`config.mk`:
```
export PLATFORM = sky130hd
export DESIGN_NAME = tap_router
export DESIGN_NICKNAME = d
export VERILOG_FILES = /design/src/rtl/tap_pkg.sv /design/src/rtl/tap_mode_ctrl.sv /design/src/rtl/tap_qrs_gen.sv /design/src/rtl/tap_xbar.sv /design/src/rtl/tap_router.sv
export SDC_FILE = /design/constraint.sdc
export NUM_CORES = 1
export LEC_CHECK = 0
export CAP_MARGIN = 40
export CORE_ASPECT_RATIO = 1.2
export CORE_MARGIN = 3
export CORE_UTILIZATION = 30
export DETAILED_ROUTE_END_ITERATION = 12
export DONT_BUFFER_PORTS = 1
export PLACE_DENSITY = 0.44
export SKIP_CTS_REPAIR_TIMING = 1
export SLEW_MARGIN = 5
export SYNTH_ARGS = -nofsm -noshare
export SYNTH_HDL_FRONTEND = slang
export SYNTH_SLANG_ARGS = --single-unit
```
`constraint.sdc`:
```
create_clock -name clk -period 3.9 [get_ports clk]
set_input_delay 0.39 -clock clk [delete_from_list [all_inputs] [get_ports clk]]
set_output_delay 0.39 -clock clk [all_outputs]
set_load 0.03 [all_outputs]
```
`src/rtl/tap_pkg.sv`:
```
package tap_pkg;
  typedef enum logic [1:0] {
    TAP_THRU    = 2'b00,
    TAP_SPLIT_F = 2'b01,
    TAP_LOOP_E  = 2'b10,
    TAP_LOOP_F  = 2'b11
  } tap_mode_e;

  localparam int QRS_LEN  = 20;
  localparam int QRS_TAP  = 17;
  localparam int ZERO_MAX = 14;

  // stage k of the fill register lives in bit k-1
  function automatic logic [QRS_LEN-1:0] qrs_advance(input logic [QRS_LEN-1:0] s);
    return {s[QRS_LEN-2:0], s[QRS_TAP-1] ^ s[QRS_LEN-1]};
  endfunction

  function automatic logic qrs_emit(input logic [QRS_LEN-1:0] s);
    return s[QRS_LEN-1] | ~(|s[QRS_LEN-2:QRS_LEN-1-ZERO_MAX]);
  endfunction

  function automatic logic feeds_detector(input tap_mode_e m);
    return m != TAP_THRU;
  endfunction
endpackage

```
`src/rtl/tap_mode_ctrl.sv`:
```
module tap_mode_ctrl
  import tap_pkg::*;
(
  input  logic      clk,
  input  logic      rst_n,
  input  tap_mode_e mode_req,
  output tap_mode_e sel_mode,
  output tap_mode_e act_mode,
  output logic      meas_stop,
  output logic      spd_valid
);
  logic stop_evt;
  assign stop_evt = (sel_mode == TAP_THRU) && (act_mode != TAP_THRU);

  always_ff @(posedge clk or negedge rst_n) begin
    if (!rst_n) begin
      sel_mode  <= TAP_THRU;
      act_mode  <= TAP_THRU;
      meas_stop <= 1'b0;
      spd_valid <= 1'b0;
    end else begin
      sel_mode  <= mode_req;
      act_mode  <= sel_mode;
      meas_stop <= stop_evt;
      spd_valid <= feeds_detector(sel_mode);
    end
  end

  // the abort pulse lasts one cycle
  p_stop_single_r8: assert property (@(posedge clk) disable iff (!rst_n)
    meas_stop |=> !meas_stop);
  // the pulse marks entry into pass-through only
  p_stop_entry_r8: assert property (@(posedge clk) disable iff (!rst_n)
    meas_stop |-> (act_mode == TAP_THRU && $past(act_mode) != TAP_THRU));
  // valid tracks the mode shown at the outputs
  p_valid_mode_r10: assert property (@(posedge clk) disable iff (!rst_n)
    spd_valid == (act_mode != TAP_THRU));
endmodule

```
`src/rtl/tap_qrs_gen.sv`:
```
module tap_qrs_gen
  import tap_pkg::*;
(
  input  logic clk,
  input  logic rst_n,
  output logic fill_bit
);
  logic [QRS_LEN-1:0] state;

  always_ff @(posedge clk or negedge rst_n) begin
    if (!rst_n) state <= '1;
    else        state <= qrs_advance(state);
  end

  assign fill_bit = qrs_emit(state);

  // checker: length of the current run of zeros in the fill
  logic [4:0] zrun;
  always_ff @(posedge clk or negedge rst_n) begin
    if (!rst_n)        zrun <= '0;
    else if (fill_bit) zrun <= '0;
    else               zrun <= zrun + 5'd1;
  end

  p_zero_run_r9: assert property (@(posedge clk) disable iff (!rst_n)
    zrun <= 5'(ZERO_MAX));
  p_nonzero_r9: assert property (@(posedge clk) disable iff (!rst_n)
    |state);
endmodule

```
`src/rtl/tap_xbar.sv`:
```
module tap_xbar
  import tap_pkg::*;
#(
  parameter int   LANES    = 2,
  parameter logic IDLE_LVL = 1'b1
) (
  input  logic             clk,
  input  logic             rst_n,
  input  tap_mode_e        sel,
  input  logic [LANES-1:0] e_in,
  input  logic [LANES-1:0] f_in,
  input  logic [LANES-1:0] tsg_in,
  input  logic             fill_bit,
  output logic [LANES-1:0] e_out,
  output logic [LANES-1:0] f_out,
  output logic [LANES-1:0] spd_data
);
  logic [LANES-1:0] e_nxt, f_nxt, d_nxt;

  for (genvar g = 0; g < LANES; g++) begin : g_lane
    always_comb begin
      unique case (sel)
        TAP_SPLIT_F: begin e_nxt[g] = e_in[g];   f_nxt[g] = tsg_in[g]; d_nxt[g] = f_in[g];   end
        TAP_LOOP_E:  begin e_nxt[g] = e_in[g];   f_nxt[g] = fill_bit;  d_nxt[g] = e_in[g];   end
        TAP_LOOP_F:  begin e_nxt[g] = fill_bit;  f_nxt[g] = f_in[g];   d_nxt[g] = f_in[g];   end
        default:     begin e_nxt[g] = f_in[g];   f_nxt[g] = e_in[g];   d_nxt[g] = IDLE_LVL;  end
      endcase
    end
  end

  always_ff @(posedge clk or negedge rst_n) begin
    if (!rst_n) begin
      e_out    <= {LANES{IDLE_LVL}};
      f_out    <= {LANES{IDLE_LVL}};
      spd_data <= {LANES{IDLE_LVL}};
    end else begin
      e_out    <= e_nxt;
      f_out    <= f_nxt;
      spd_data <= d_nxt;
    end
  end
endmodule

```
`src/rtl/tap_router.sv`:
```
module tap_router
  import tap_pkg::*;
#(
  parameter int   LANES    = 2,
  parameter logic IDLE_LVL = 1'b1
) (
  input  logic             clk,
  input  logic             rst_n,
  input  logic [1:0]       mode_cmd,
  input  logic [LANES-1:0] e_in,
  input  logic [LANES-1:0] f_in,
  input  logic [LANES-1:0] tsg_in,
  output logic [LANES-1:0] e_out,
  output logic [LANES-1:0] f_out,
  output logic [LANES-1:0] spd_data,
  output logic             spd_valid,
  output logic             meas_stop
);
  tap_mode_e sel_mode, act_mode;
  logic      fill_bit;

  tap_mode_ctrl u_ctrl (
    .clk(clk), .rst_n(rst_n), .mode_req(tap_mode_e'(mode_cmd)),
    .sel_mode(sel_mode), .act_mode(act_mode),
    .meas_stop(meas_stop), .spd_valid(spd_valid)
  );

  tap_qrs_gen u_qrs (.clk(clk), .rst_n(rst_n), .fill_bit(fill_bit));

  tap_xbar #(.LANES(LANES), .IDLE_LVL(IDLE_LVL)) u_xbar (
    .clk(clk), .rst_n(rst_n), .sel(sel_mode),
    .e_in(e_in), .f_in(f_in), .tsg_in(tsg_in), .fill_bit(fill_bit),
    .e_out(e_out), .f_out(f_out), .spd_data(spd_data)
  );

  // checker: one edge has passed since reset, so $past of the inputs is meaningful
  logic primed_q;
  always_ff @(posedge clk or negedge rst_n) begin
    if (!rst_n) primed_q <= 1'b0;
    else        primed_q <= 1'b1;
  end

  p_thru_r3: assert property (@(posedge clk) disable iff (!rst_n)
    (primed_q && act_mode == TAP_THRU) |-> (f_out == $past(e_in) && e_out == $past(f_in)));
  p_split_r4: assert property (@(posedge clk) disable iff (!rst_n)
    (primed_q && act_mode == TAP_SPLIT_F) |->
      (spd_data == $past(f_in) && f_out == $past(tsg_in) && e_out == $past(e_in)));
  p_loop_e_r5: assert property (@(posedge clk) disable iff (!rst_n)
    (primed_q && act_mode == TAP_LOOP_E) |->
      (spd_data == $past(e_in) && e_out == $past(e_in) && f_out == {LANES{$past(fill_bit)}}));
  p_loop_f_r6: assert property (@(posedge clk) disable iff (!rst_n)
    (primed_q && act_mode == TAP_LOOP_F) |->
      (spd_data == $past(f_in) && f_out == $past(f_in) && e_out == {LANES{$past(fill_bit)}}));
  p_idle_detector_r10: assert property (@(posedge clk) disable iff (!rst_n)
    !spd_valid |-> spd_data == {LANES{IDLE_LVL}});
endmodule

```
==> flow_summary.yaml, run 1 <==
logic_synthesis:
  synth-edff-count: 0
  ys_ff_latch: 32
  synth_area_leader_cell: "dfstp_2"
  syn-cell-area_mm2: 0.00110
  synthTopCellsByArea: "dfstp_2 (62%), dfrtp_1 (14%), ha_1 (4.6%)"
  ys_async_sr_fraction: 1.00
  synth_top_area_share: 0.622
  avgSynthCellArea_um2: 16.2
  syn-instance-count: 68
  ys.warnings.count: 0
  synth_ff_type: "dfstp_2"
  synth_nets: 82
  ys_seq_area_frac: 0.759
  synth_cell_types: 18
floorplan:
  core_mm2: 0.00342
  io-pin-count: 18
  die_area_mm2: 0.00443
  start_util: 0.321
  die_width_um: 61.2
  die_y_um: 72.3
  placementRows: 23
global_route:
  grtUsageMet2: 0.111
  grt_pass1_wl_um: 2680
  grt_max_degree: 33
  grtUsageTotal: 0.0885
  grt_overflow: 0
  grt_antenna_before_repair: 0
  use_met3: 0.0463
  busiest_layer: "met1"
  grt_use_met1: 0.120
  grt_pass1_vias: 568
sta:
  fin_crit_sh: 0.357
  worst_pin_slew_ps: 299
  tns_ps: 0
  period_minus_slack_ps: 1390
  clock_skew_ps: 7.66
  hold_viol: 0
  fmax_mhz: 717
  slew_headroom: 0.801
  finalSetupViolations: 0
  finalMaxSlewViolations: 0
  rsz0062_at_grt: "false"
clock_network:
  cts.sinks: 32
  cts_tree: "done"
  cts_root_buf: "clkbuf_8"
  path_clk_slew_ps: 60
  clock_latency_ps: 280
  cts_buffers: 5
  h-tree-depth: 2
  cts_buffer_depth: 2
pwr:
  p_per_area_mw_per_mm2: 567
  power.leakage_uw: 0.000541
  ir_drop_uv: 249
cells_and_area:
  instances_no_fill: 114
  diodes: 0
  area_growth_pct: 18.0
  n_fill_cell: 315
  drive_gt1_frac: 0.494
  fin_nets: 90
outcome:
  status: "complete, no violations"
routing:
  route.detailed.drc: 0
  vias: 555
  dr.pass1.iters: 4
  post_drt_via_cell_ratio: 4.87
  wirelength_um: 1620
  post_drt_wl_per_cell_um: 14.2
  drt_iter0_drc: 29
  postRouteAntennaNets: 0
worst_hold_path:
  holdPathStages: 0
  hp-class: "in2reg"
placed_design:
  finalWeightedCongestion: 0.748
  dpl.cell_count: 104
  portBuffers: 0
critical_path:
  crit_path_start_kind: "flip-flop"
  r2r_cells: 5
  arrival_ps: 1580
  crit_type: "reg2reg"
  cp-end-kind: "flip-flop"
  required_ps: 4090
  worstPathMaxFanout: 10
  r2r_setup_slack_ps: 2510
job:
  cap_viol_max_count: 0
## through the flow
stage                     total power [uW]  worst slack [ps]   util  area [um^2]  hold WS, ps
after global placement                 397              2550  0.333         1140         95.3
after floorplan                        392              2660      -         1100         94.4
final                                  735              2510  0.379         1300          139
after detailed placement               396              2520  0.333         1140         95.5
after CTS                              736              2510  0.370         1270         -205
after global routing                   773              2380  0.379         1300          120
## power by group
part,leakage [uW],internal [uW],switching [uW]
logic,0.000137,13.7,17.9
registers,0.000339,349,20.0
clock network,0.0000645,225,110
## final timing paths
kind / to / startpoint
hold reg to reg: u_qrs.state[5]$_DFF_PN1_ / u_qrs.state[4]$_DFF_PN1_
hold / removal: u_ctrl.sel_mode[0]$_DFF_PN0_ / mode_cmd[0]
min in group asynchronous: u_ctrl.sel_mode[1]$_DFF_PN0_ / rst_n
setup / recovery: u_xbar.e_out[1]$_DFF_PN1_ / u_ctrl.sel_mode[0]$_DFF_PN0_
max in group asynchronous: u_xbar.e_out[1]$_DFF_PN1_ / rst_n
setup reg to reg: u_xbar.e_out[1]$_DFF_PN1_ / u_ctrl.sel_mode[0]$_DFF_PN0_
## layout make-up
type	count	area, um^2	share of cell area
inverters	3	11.3	0.00869
flip-flops and latches	32	833	0.643
clock buffers	7	96.3	0.0743
multi-input cells	32	249	0.192
repair buffers	2	30.0	0.0232
well taps	37	46.3	0.0357
clock inverters	1	30.0	0.0232
## cell usage after synthesis (all sizes together), types with 3 or more instances
master,number
a21oi,4
ha,4
dfstp,26
inv,3
nor4,3
nor2,3
dfrtp,6
## layout by cell type, fill, tap and decap left out, types with 2 or more instances in the layout
cell type / n
a211o_1: 2
a211oi_1: 2
a21oi_1: 4
a221o_1: 2
a22o_1: 2
clkbuf_8: 7
dfrtp_1: 6
dfstp_2: 26
ha_1: 4
inv_1: 3
nor2_1: 3
nor3_1: 2
nor4_2: 3
o21ai_0: 2
o22ai_1: 2
or2_1: 2
## cells by family (layout without fill, tap and decap cells)
group           after synthesis  count (layout)  share of synthesized area
compound gates               16              16                      0.103
xor+xnor                      1               1                    0.00797
fa+ha+maj                     4               4                     0.0456
buf+inv                       4              13                     0.0148
flops                        32              32                      0.759
simple gates                 11              11                     0.0706
## per-layer routing
| metal | vias up | share of wire | wire (um) |
|---|---|---|---|
| li1 | 256 | - | - |
| met1 | 278 | 0.47 | 761 |
| met2 | 17 | 0.46 | 741 |
| met3 | 4 | 0.054 | 88 |
| met4 | 0 | 0.019 | 31 |
| met5 | - | 0 | 0 |
## critical path: stages (launching register included)
cell,delay (ps)
dfrtp_1,410
inv_1,100
ha_1,330
inv_1,160
o21ai_0,230
a21oi_1,80
## registers in the layout, summed over array words and instances (netlist names)
register,flops
u_xbar.spd_data,2
u_ctrl.spd_valid,1
u_ctrl.sel_mode,2
u_ctrl.act_mode,2
u_ctrl.meas_stop,1
u_xbar.e_out,2
u_qrs.state,20
u_xbar.f_out,2
(Power assumes the default switching activity.)
==> run 2, diff against run 1 <==
Settings changed: PLACE_DENSITY 0.44 to 0.45.
Clock period 3.9 ns to 1.1 ns, I/O delays scaled along.
==> run 2 against run 1 <==
  * The flow now finishes with violations (setup timing)
  * Worst setup slack worse by 2700 ps
  * Fmax up 10%
  * Global-route usage up 1.0 points
  * Die area unchanged
  * Non-clock buffer count up 9
  * Sequential share of layout area down 5.3 points
  * Count of clock-buffer cells in the layout down 2
  * Core utilization up 3.5 points
  * Register-to-register slack worse by 2700 ps
  * Total power rose to 3.2 times the previous value
  * Routed wire length up 17%
  * Largest power group unchanged
==> flow_summary.yaml, run 2 (synthesis gave the netlist of run 1 again) <==
sta:
  rsz0062_at_grt: "true"
  fmax_mhz: 791
  fin_crit_sh: 1.15
  slew_headroom: 0.813
  worst_pin_slew_ps: 279
  timing.final.ws_setup_ps: -164
  finalSetupViolations: 8
  finalMaxSlewViolations: 0
  clock_skew_ps: 8.06
  hold_viol: 0
  tns_ps: -933
  period_minus_slack_ps: 1260
clock_network:
  cts.sinks: 32
  clock_latency_ps: 280
  cts_buffers: 5
  cts_buffer_depth: 2
  h-tree-depth: 2
  cts_root_buf: "clkbuf_8"
  path_clk_slew_ps: 60
  cts_tree: "done"
placed_design:
  finalWeightedCongestion: 0.696
  portBuffers: 0
  dp_slack_ps: -172
  dpl.cell_count: 106
  dp_hpwl_um: 1330
floorplan:
  core_mm2: 0.00342
  io-pin-count: 18
  placementRows: 23
  die_width_um: 61.2
  start_util: 0.321
  die_area_mm2: 0.00443
  die_y_um: 72.3
global_route:
  grt_pass1_wl_um: 3020
  grt_pass1_vias: 608
  grtUsageTotal: 0.0987
  grt_antenna_before_repair: 0
  grt_overflow: 0
  grt_max_degree: 33
critical_path:
  arrival_ps: 1460
  r2r_cells: 3
  crit_path_start_kind: "flip-flop"
  crit_type: "reg2reg"
  worstPathMaxFanout: 5
  cp-end-kind: "flip-flop"
  r2r_setup_slack_ps: -160
  required_ps: 1290
  r2r-end: "u_xbar.spd_data[1]$_DFF_PN1_"
  crit_path_start: "u_ctrl.sel_mode[0]$_DFF_PN0_"
  cp-endpoint: "u_xbar.spd_data[1]$_DFF_PN1_"
  reg2reg_from: "u_ctrl.sel_mode[0]$_DFF_PN0_"
pwr:
  ir_drop_uv: 565
  p_per_area_mw_per_mm2: 1650
  power.leakage_uw: 0.000568
cells_and_area:
  largest_register_ffs: 20
  layout_common_cells: "dfstp_2 (26), dlygate4sd3_1 (7), clkbuf_8 (5)"
  instances_no_fill: 123
  area_growth_pct: 28.9
  n_fill_cell: 317
  fin_nets: 99
  drive_gt1_frac: 0.651
  diodes: 0
  regMostFlops: "u_qrs.state"
  final_common_cell: "dfstp_2"
routing:
  route.detailed.drc: 0
  post_drt_wl_per_cell_um: 15.4
  vias: 602
  wirelength_um: 1900
  postRouteAntennaNets: 0
  post_drt_via_cell_ratio: 4.89
  dr.pass1.iters: 4
  drt_iter0_drc: 5
job:
  cap_viol_max_count: 0
outcome:
  violations: "setup timing"
  status: "finished, violations left"
worst_hold_path:
  hp-class: "in2reg"
[run 2: critical path, stage by stage, from the launching register on]
cell and delay, ps:
dfrtp_2 460, ha_4 190, or2_1 240, a221o_1 300
[run 2: per-stage QoR]
step	total power (uW)	util	hold WS, ps	cell area, um^2
finish	2330	0.414	15.9	1420
detailed placement	1430	0.342	-185	1170
global placement	1430	0.342	-184	1170
CTS	2300	0.368	-481	1260
global route	2460	0.414	16.6	1420
floorplan	1400	-	-186	1120
[run 2: cell type report]
type,instances,area (um^2),share of cell area
inverters,3,13.8,0.00972
clock buffers,5,68.8,0.0486
repair buffers,11,113,0.0795
clock inverters,3,18.8,0.0133
well taps,37,46.3,0.0327
flip-flops and latches,32,836,0.590
multi-input cells,32,320,0.226
[run 2: worst min path at each step]
stage,start,end,slack (ps),cells after the start
5_1_grt,e_in[1],u_xbar.f_out[1]$_DFF_PN1_,20,2
4_1_cts,rst_n,u_ctrl.sel_mode[1]$_DFF_PN0_,-480,0
3_3_place_gp,rst_n,u_ctrl.act_mode[1]$_DFF_PN0_,-180,0
6_report,e_in[0],u_xbar.f_out[0]$_DFF_PN1_,20,2
2_1_floorplan,rst_n,u_ctrl.act_mode[0]$_DFF_PN0_,-190,0
3_5_place_dp,rst_n,u_ctrl.spd_valid$_DFF_PN0_,-180,0
[run 2: per-layer routing]
metal / track usage / up-vias / wire length, um
met2: 0.151 / 16 / 952
met4: 0.0434 / 0 / 31
li1: - / 277 / -
met1: 0.114 / 305 / 781
met3: 0.0516 / 4 / 133
met5: 0 / - / 0
[run 2: where the power goes]
group | switching (uW) | internal [uW] | total (uW)
registers | 77.8 | 1240 | 1310
clock network | 411 | 440 | 851
logic | 81.0 | 85.1 | 166
